<file path="src/rtl/access_guard_pkg.sv">
// Package: shared verdict type and default status-word codes for the
// access permission checker. Assumes a 3-bit verdict code.
package access_guard_pkg;

    typedef enum logic [2:0] {
        VERDICT_OK     = 3'd0,
        VERDICT_ABSENT = 3'd1,
        VERDICT_RDONLY = 3'd2,
        VERDICT_KERNEL = 3'd3,
        VERDICT_NONMEM = 3'd4
    } verdict_e;

    localparam logic [15:0] STAT_ABSENT_WR = 16'h8FFF;
    localparam logic [15:0] STAT_ABSENT_RD = 16'hCFFF;
    localparam logic [15:0] STAT_NONMEM_WR = 16'h9EFF;
    localparam logic [15:0] STAT_NONMEM_RD = 16'hDEFF;
    localparam logic [15:0] STAT_RESET     = 16'hFFFF;

endpackage

</file>
<file path="src/rtl/access_guard_classify.sv">
// Module: access_guard_classify
// Purely combinational judgement of one access. Applies the fault causes in
// fixed priority: outside window, page absent, kernel region, write enable.
// Assumes the address field bounds and map-word bit positions given by the
// parameters lie inside the port widths.
module access_guard_classify
    import access_guard_pkg::*;
#(
    parameter int ADDR_W          = 24,
    parameter int MAP_W           = 16,
    parameter int WINDOW_BIT      = 22,
    parameter int KERN_LO         = 19,
    parameter int KERN_HI         = 22,
    parameter int PRES_LO         = 13,
    parameter int PRES_HI         = 14,
    parameter int WEN_BIT         = 15,
    parameter bit WP_CHECKS_READS = 1'b1
) (
    input  logic [ADDR_W-1:0] addr,
    input  logic              is_write,
    input  logic              is_super,
    input  logic [MAP_W-1:0]  map_word,
    output verdict_e          verdict_c
);

    localparam int WIN_BITS  = ADDR_W - WINDOW_BIT;
    localparam int KERN_BITS = KERN_HI - KERN_LO + 1;
    localparam int PRES_BITS = PRES_HI - PRES_LO + 1;

    logic outside_window;
    logic page_absent;
    logic kernel_hit;
    logic wen_clear;
    logic wp_applies;

    // Individual cause detectors on their own fields.
    always_comb begin
        outside_window = |addr[ADDR_W-1 -: WIN_BITS];
        page_absent    = (map_word[PRES_HI -: PRES_BITS] == '0);
        kernel_hit     = (addr[KERN_HI -: KERN_BITS] == '0);
        wen_clear      = ~map_word[WEN_BIT];
    end

    // Variant choice: does the write-enable check cover reads as well.
    generate
        if (WP_CHECKS_READS) begin : g_wp_all
            assign wp_applies = wen_clear;
        end else begin : g_wp_writes
            assign wp_applies = wen_clear & is_write;
        end
    endgenerate

    // Priority selection of the first cause that applies.
    always_comb begin
        if (is_super)            verdict_c = VERDICT_OK;
        else if (outside_window) verdict_c = VERDICT_NONMEM;
        else if (page_absent)    verdict_c = VERDICT_ABSENT;
        else if (kernel_hit)     verdict_c = VERDICT_KERNEL;
        else if (wp_applies)     verdict_c = VERDICT_RDONLY;
        else                     verdict_c = VERDICT_OK;
    end

    // Fold the fields this stage does not decode so every bit is consumed.
    logic unused_fields;
    assign unused_fields = ^{addr, map_word};

endmodule

</file>
<file path="src/rtl/access_guard_status.sv">
// Module: access_guard_status
// Combinational next value of the general-status word. Only the absent and
// outside-window verdicts load a code, chosen by access direction; every
// other verdict, or no access, keeps the current word.
module access_guard_status
    import access_guard_pkg::*;
#(
    parameter int          STAT_W    = 16,
    parameter logic [15:0] ABSENT_WR = STAT_ABSENT_WR,
    parameter logic [15:0] ABSENT_RD = STAT_ABSENT_RD,
    parameter logic [15:0] NONMEM_WR = STAT_NONMEM_WR,
    parameter logic [15:0] NONMEM_RD = STAT_NONMEM_RD
) (
    input  logic              valid,
    input  logic              is_write,
    input  verdict_e          verdict_c,
    input  logic [STAT_W-1:0] status_q,
    output logic [STAT_W-1:0] status_d
);

    // Select the code to load, or hold.
    always_comb begin
        status_d = status_q;
        if (valid) begin
            unique case (verdict_c)
                VERDICT_ABSENT: status_d = is_write ? ABSENT_WR[STAT_W-1:0] : ABSENT_RD[STAT_W-1:0];
                VERDICT_NONMEM: status_d = is_write ? NONMEM_WR[STAT_W-1:0] : NONMEM_RD[STAT_W-1:0];
                default:        status_d = status_q;
            endcase
        end
    end

endmodule

</file>
<file path="src/rtl/access_guard_resp.sv">
// Module: access_guard_resp
// Output register stage: bus-error pulse, verdict, status word and returned
// read data, all updated on the same edge. Synchronous active-low reset.
module access_guard_resp
    import access_guard_pkg::*;
#(
    parameter int          STAT_W    = 16,
    parameter int          DATA_W    = 32,
    parameter logic [15:0] STAT_INIT = STAT_RESET
) (
    input  logic              clk,
    input  logic              rst_n,
    input  logic              valid,
    input  logic              is_write,
    input  verdict_e          verdict_c,
    input  logic [STAT_W-1:0] status_d,
    input  logic [DATA_W-1:0] rd_data_in,
    output logic              err_q,
    output verdict_e          verdict_q,
    output logic [STAT_W-1:0] status_q,
    output logic [DATA_W-1:0] rd_data_q
);

    logic faulted;
    assign faulted = (verdict_c != VERDICT_OK);

    // Verdict and error pulse: live for one cycle after each access.
    always_ff @(posedge clk) begin
        if (!rst_n) begin
            err_q     <= 1'b0;
            verdict_q <= VERDICT_OK;
        end else if (valid) begin
            err_q     <= faulted;
            verdict_q <= verdict_c;
        end else begin
            err_q     <= 1'b0;
            verdict_q <= VERDICT_OK;
        end
    end

    // General-status word: takes the next value prepared upstream.
    always_ff @(posedge clk) begin
        if (!rst_n) status_q <= STAT_INIT[STAT_W-1:0];
        else        status_q <= status_d;
    end

    // Returned read data: all ones on a faulted read, pass-through otherwise.
    always_ff @(posedge clk) begin
        if (!rst_n)                    rd_data_q <= '0;
        else if (valid && !is_write)   rd_data_q <= faulted ? '1 : rd_data_in;
    end

endmodule

</file>
<file path="src/rtl/access_guard.sv">
// Module: access_guard (top)
// Judges each bus access against supervisor state, the memory window, the
// kernel region and the page-map word, and reports the result one clock
// later. Assumes the map word supplied is the one for the addressed page;
// translation itself happens elsewhere.
module access_guard
    import access_guard_pkg::*;
#(
    parameter int ADDR_W          = 24,
    parameter int MAP_W           = 16,
    parameter int DATA_W          = 32,
    parameter int STAT_W          = 16,
    parameter int WINDOW_BIT      = 22,
    parameter int KERN_LO         = 19,
    parameter int KERN_HI         = 22,
    parameter int PRES_LO         = 13,
    parameter int PRES_HI         = 14,
    parameter int WEN_BIT         = 15,
    parameter bit WP_CHECKS_READS = 1'b1
) (
    input  logic              clk,
    input  logic              rst_n,
    input  logic              acc_valid,
    input  logic [ADDR_W-1:0] acc_addr,
    input  logic              acc_write,
    input  logic              cpu_super,
    input  logic [MAP_W-1:0]  map_entry,
    input  logic [DATA_W-1:0] rd_data_in,
    output logic              bus_err,
    output logic [2:0]        verdict,
    output logic [STAT_W-1:0] gen_status,
    output logic [DATA_W-1:0] rd_data_out
);

    verdict_e          verdict_c;
    verdict_e          verdict_q;
    logic [STAT_W-1:0] status_d;
    logic [STAT_W-1:0] status_q;

    access_guard_classify #(
        .ADDR_W(ADDR_W), .MAP_W(MAP_W), .WINDOW_BIT(WINDOW_BIT),
        .KERN_LO(KERN_LO), .KERN_HI(KERN_HI), .PRES_LO(PRES_LO),
        .PRES_HI(PRES_HI), .WEN_BIT(WEN_BIT), .WP_CHECKS_READS(WP_CHECKS_READS)
    ) classify_i (
        .addr(acc_addr), .is_write(acc_write), .is_super(cpu_super),
        .map_word(map_entry), .verdict_c(verdict_c)
    );

    access_guard_status #(.STAT_W(STAT_W)) status_i (
        .valid(acc_valid), .is_write(acc_write), .verdict_c(verdict_c),
        .status_q(status_q), .status_d(status_d)
    );

    access_guard_resp #(.STAT_W(STAT_W), .DATA_W(DATA_W)) resp_i (
        .clk(clk), .rst_n(rst_n), .valid(acc_valid), .is_write(acc_write),
        .verdict_c(verdict_c), .status_d(status_d), .rd_data_in(rd_data_in),
        .err_q(bus_err), .verdict_q(verdict_q), .status_q(status_q),
        .rd_data_q(rd_data_out)
    );

    assign verdict    = verdict_q;
    assign gen_status = status_q;

endmodule

</file>
<file path="config.mk">
export PLATFORM = sky130hd
export DESIGN_NAME = access_guard
export DESIGN_NICKNAME = d
export VERILOG_FILES = /design/src/rtl/access_guard_pkg.sv /design/src/rtl/access_guard_classify.sv /design/src/rtl/access_guard_status.sv /design/src/rtl/access_guard_resp.sv /design/src/rtl/access_guard.sv
export SDC_FILE = /design/constraint.sdc
export NUM_CORES = 1
export LEC_CHECK = 0
export ABC_CLOCK_PERIOD_IN_PS = 1600
export BUFFER_PORTS_ARGS = -buffer_cell sky130_fd_sc_hd__buf_2
export CAP_MARGIN = 25
export CORE_UTILIZATION = 38
export CTS_CLUSTER_SIZE = 28
export DETAILED_ROUTE_END_ITERATION = 10
export PLACE_DENSITY_LB_ADDON = 0.25
export SLEW_MARGIN = 15
export SYNTH_ARGS = -nofsm -noshare
export SYNTH_HDL_FRONTEND = slang
export SYNTH_SLANG_ARGS = --single-unit
</file>
<file path="constraint.sdc">
create_clock -name clk -period 1.6 [get_ports clk]
set_input_delay 0.24 -clock clk [delete_from_list [all_inputs] [get_ports clk]]
set_output_delay 0.24 -clock clk [all_outputs]
set_load 0.01 [all_outputs]
</file>
==> impl_results.md <==
* Fin. Hold Viols at 0
* Most common cell in the netlist: dfxtp_1
* CP Class: input pin to register
* Synth top cells by count: dfxtp_1, nor2_1, o21ai_0
* Tcrit/Tclk final at 69.2%
* Maximum fanout along the worst path at 13
* Yosys cell types at 24
* PnR worst setup slack at 493 ps
* Synth Register Bits at 40
* CP max-delay cell: o41ai_1
* Antenna violations before repair at 0
* Slew Limit Fails at 0
* Fillers at 422
* FF+latch area at 801 um^2
* Seq/Total Area, Yosys at 50.2%
* Post-Syn Area at 1600 um^2
* Crit start category: input pin
* Minimum clock period at 1110 ps
* Area Overhead vs Synth at 36.9%
* Pwr Density at 1030 nW/um^2
* Remaining DRCs at 0
* CP dominant cell by count: buf_4
* Clk Latency, worst-skew pair at 290 ps
* DIE AREA at 4460 um^2
* Antenna diodes at 0
* DRT Pass-1 Iters at 4
* Gpl congestion at 0.730
* RSZ-0062 raised after global routing: false
* Detailed Route WL at 3.79 mm
* Hold Path Class: input pin to register
* Pin count of the biggest net entering global routing at 27
* Total grt overflow at 0
* Core area at 4030 um^2
* Fraction of layout cells with a size suffix above 1 at 38.5%
* Vias in the first global route at 1329
* Mean post-synth cell area at 8.35 um^2
* Initial detailed-routing violation count at 121
* Footprint of the multi-input gates at 673 um^2
* CTS Hold Buffers Added at 0
* Ys flop type: dfxtp_1
* Area contributors post-synth: dfxtp_1, o21ai_0, a21oi_1
* Post-synth EDFFs at 0
* Fin nets at 354
* IO Pins at 129
* TritonCTS clock tree: done
* Crit path capture type: register
* Synth area leader: dfxtp_1
* Routed WL per cell at 11.6 um
* WP data required at 1820 ps
* Dpl ws at 196 ps
* Status: finished clean
* Root buf cell: clkbuf_8
* CP cell instances: buf_2, o41ai_1, buf_4, o41ai_4, buf_4, a21oi_1
* Row count at 23
* Clock Sinks at 40
* Port bufs at 84
* Die X at 66.8 um
* Setup Viol. Count Final at 0
* Warnings from Yosys at 0
* Max Cap Viol at 0
* H-tree depth at 2
* DPL Wire Length at 2.58 mm
* Number of CTS-inserted buffers at 5
* Mapped Cells at 191
* Clock skew at 0 ps
* Vias after detailed routing at 1562
* Remaining antenna violation count after routing at 0
* Clk buf depth at 2
* Fmax at 904 MHz
* Data arrival, critical path at 1320 ps
* All-layer global routing usage at 17.5%
* Pleak at 1.08 nW
* Core Util, Final at 54.2%
* Ys async rst share at 0%
* Clock transition at path regs at 80 ps
* Slowest stage delay, CP at 370 ps
* Post-CTS setup buffer count at 0
* Synth top area share at 50.2%
* DIE HEIGHT at 66.8 um
* Initial core utilization at 39.6%
* Peak supply drop at 0.540 mV
* CTS resizes at 0
* First-pass GRT wire length at 5.82 mm
* Vias per cell at 4.76
area by class of cell:
class / count / share of cell area, %
clock inverters: 3 / 1.95
multi-input cells: 133 / 30.8
inverters: 4 / 0.688
flip-flops and latches: 40 / 36.7
well taps: 50 / 2.87
clock buffers: 5 / 3.15
repair buffers: 93 / 23.8
stage by stage:
| stage | TNS [ps] | hold slack (ps) | power [mW] | instances | cell area [um^2] |
|---|---|---|---|---|---|
| floorplan | 0 | 318 | 1.30 | 202 | 1640 |
| global placement | -336 | 454 | 1.44 | 319 | 2060 |
| detailed placement | 0 | 468 | 1.45 | 320 | 2070 |
| CTS | 0 | 200 | 2.27 | 328 | 2180 |
| global route | 0 | 209 | 2.35 | 328 | 2180 |
| finish | 0 | 210 | 2.24 | 328 | 2180 |
power breakdown:
part / internal (mW) / switching [mW]
clock network: 0.461 / 0.353
logic: 0.150 / 0.190
registers: 1.06 / 0.0264
total: 1.67 / 0.570
logic make-up (layout without fill, tap and decap cells):
logic type             Yosys count  in the layout  synth area share (%)
AO/OA/AOI/OAI                   71             71                  24.4
AND/OR/NAND/NOR                 49             49                  13.4
flip-flops                      40             40                  50.2
buffers and inverters           29            105                  11.1
other                            1             12                 0.235
multiplexers                     1              1                 0.706
cells in the final DEF, fill, tap and decap left out, drive strengths merged, types with 2 or more instances in the layout:
cell type	count
a21oi	33
buf	93
clkbuf	5
conb	12
dfxtp	40
inv	4
nand2	2
nand2b	2
nor2	35
nor2b	3
nor3b	2
nor4	2
o21ai	33
o31a	2
o41ai	2
critical path: cells and delay by family:
family	cells	cell delay (ps)
AOI/OAI and AO/OA	3	580
buffers and inverters	3	490
final timing paths:
check                       from              endpoint  slack (ps)  cells past startpoint
min reg2reg  resp_i.status_q[13]   resp_i.status_q[13]         480                      2
max                 acc_addr[22]  resp_i.rd_data_q[20]         490                      6
min               rd_data_in[30]  resp_i.rd_data_q[30]         210                      3
max reg2reg  resp_i.status_q[14]   resp_i.status_q[14]         800                      2
metal layers:
metal	track usage, %	vias up	share of wire (%)
met5	0	-	0
met2	28.5	79	45
met1	21.4	683	44
met4	6.38	0	1.1
met3	5.48	5	9.2
li1	-	795	-
state kept, by name, summed over array words and instances, names as in the netlist:
name	cells
resp_i.err_q	1
resp_i.rd_data_q	32
resp_i.status_q	4
resp_i.verdict_q	3
Power figures use the tool's default switching activity.
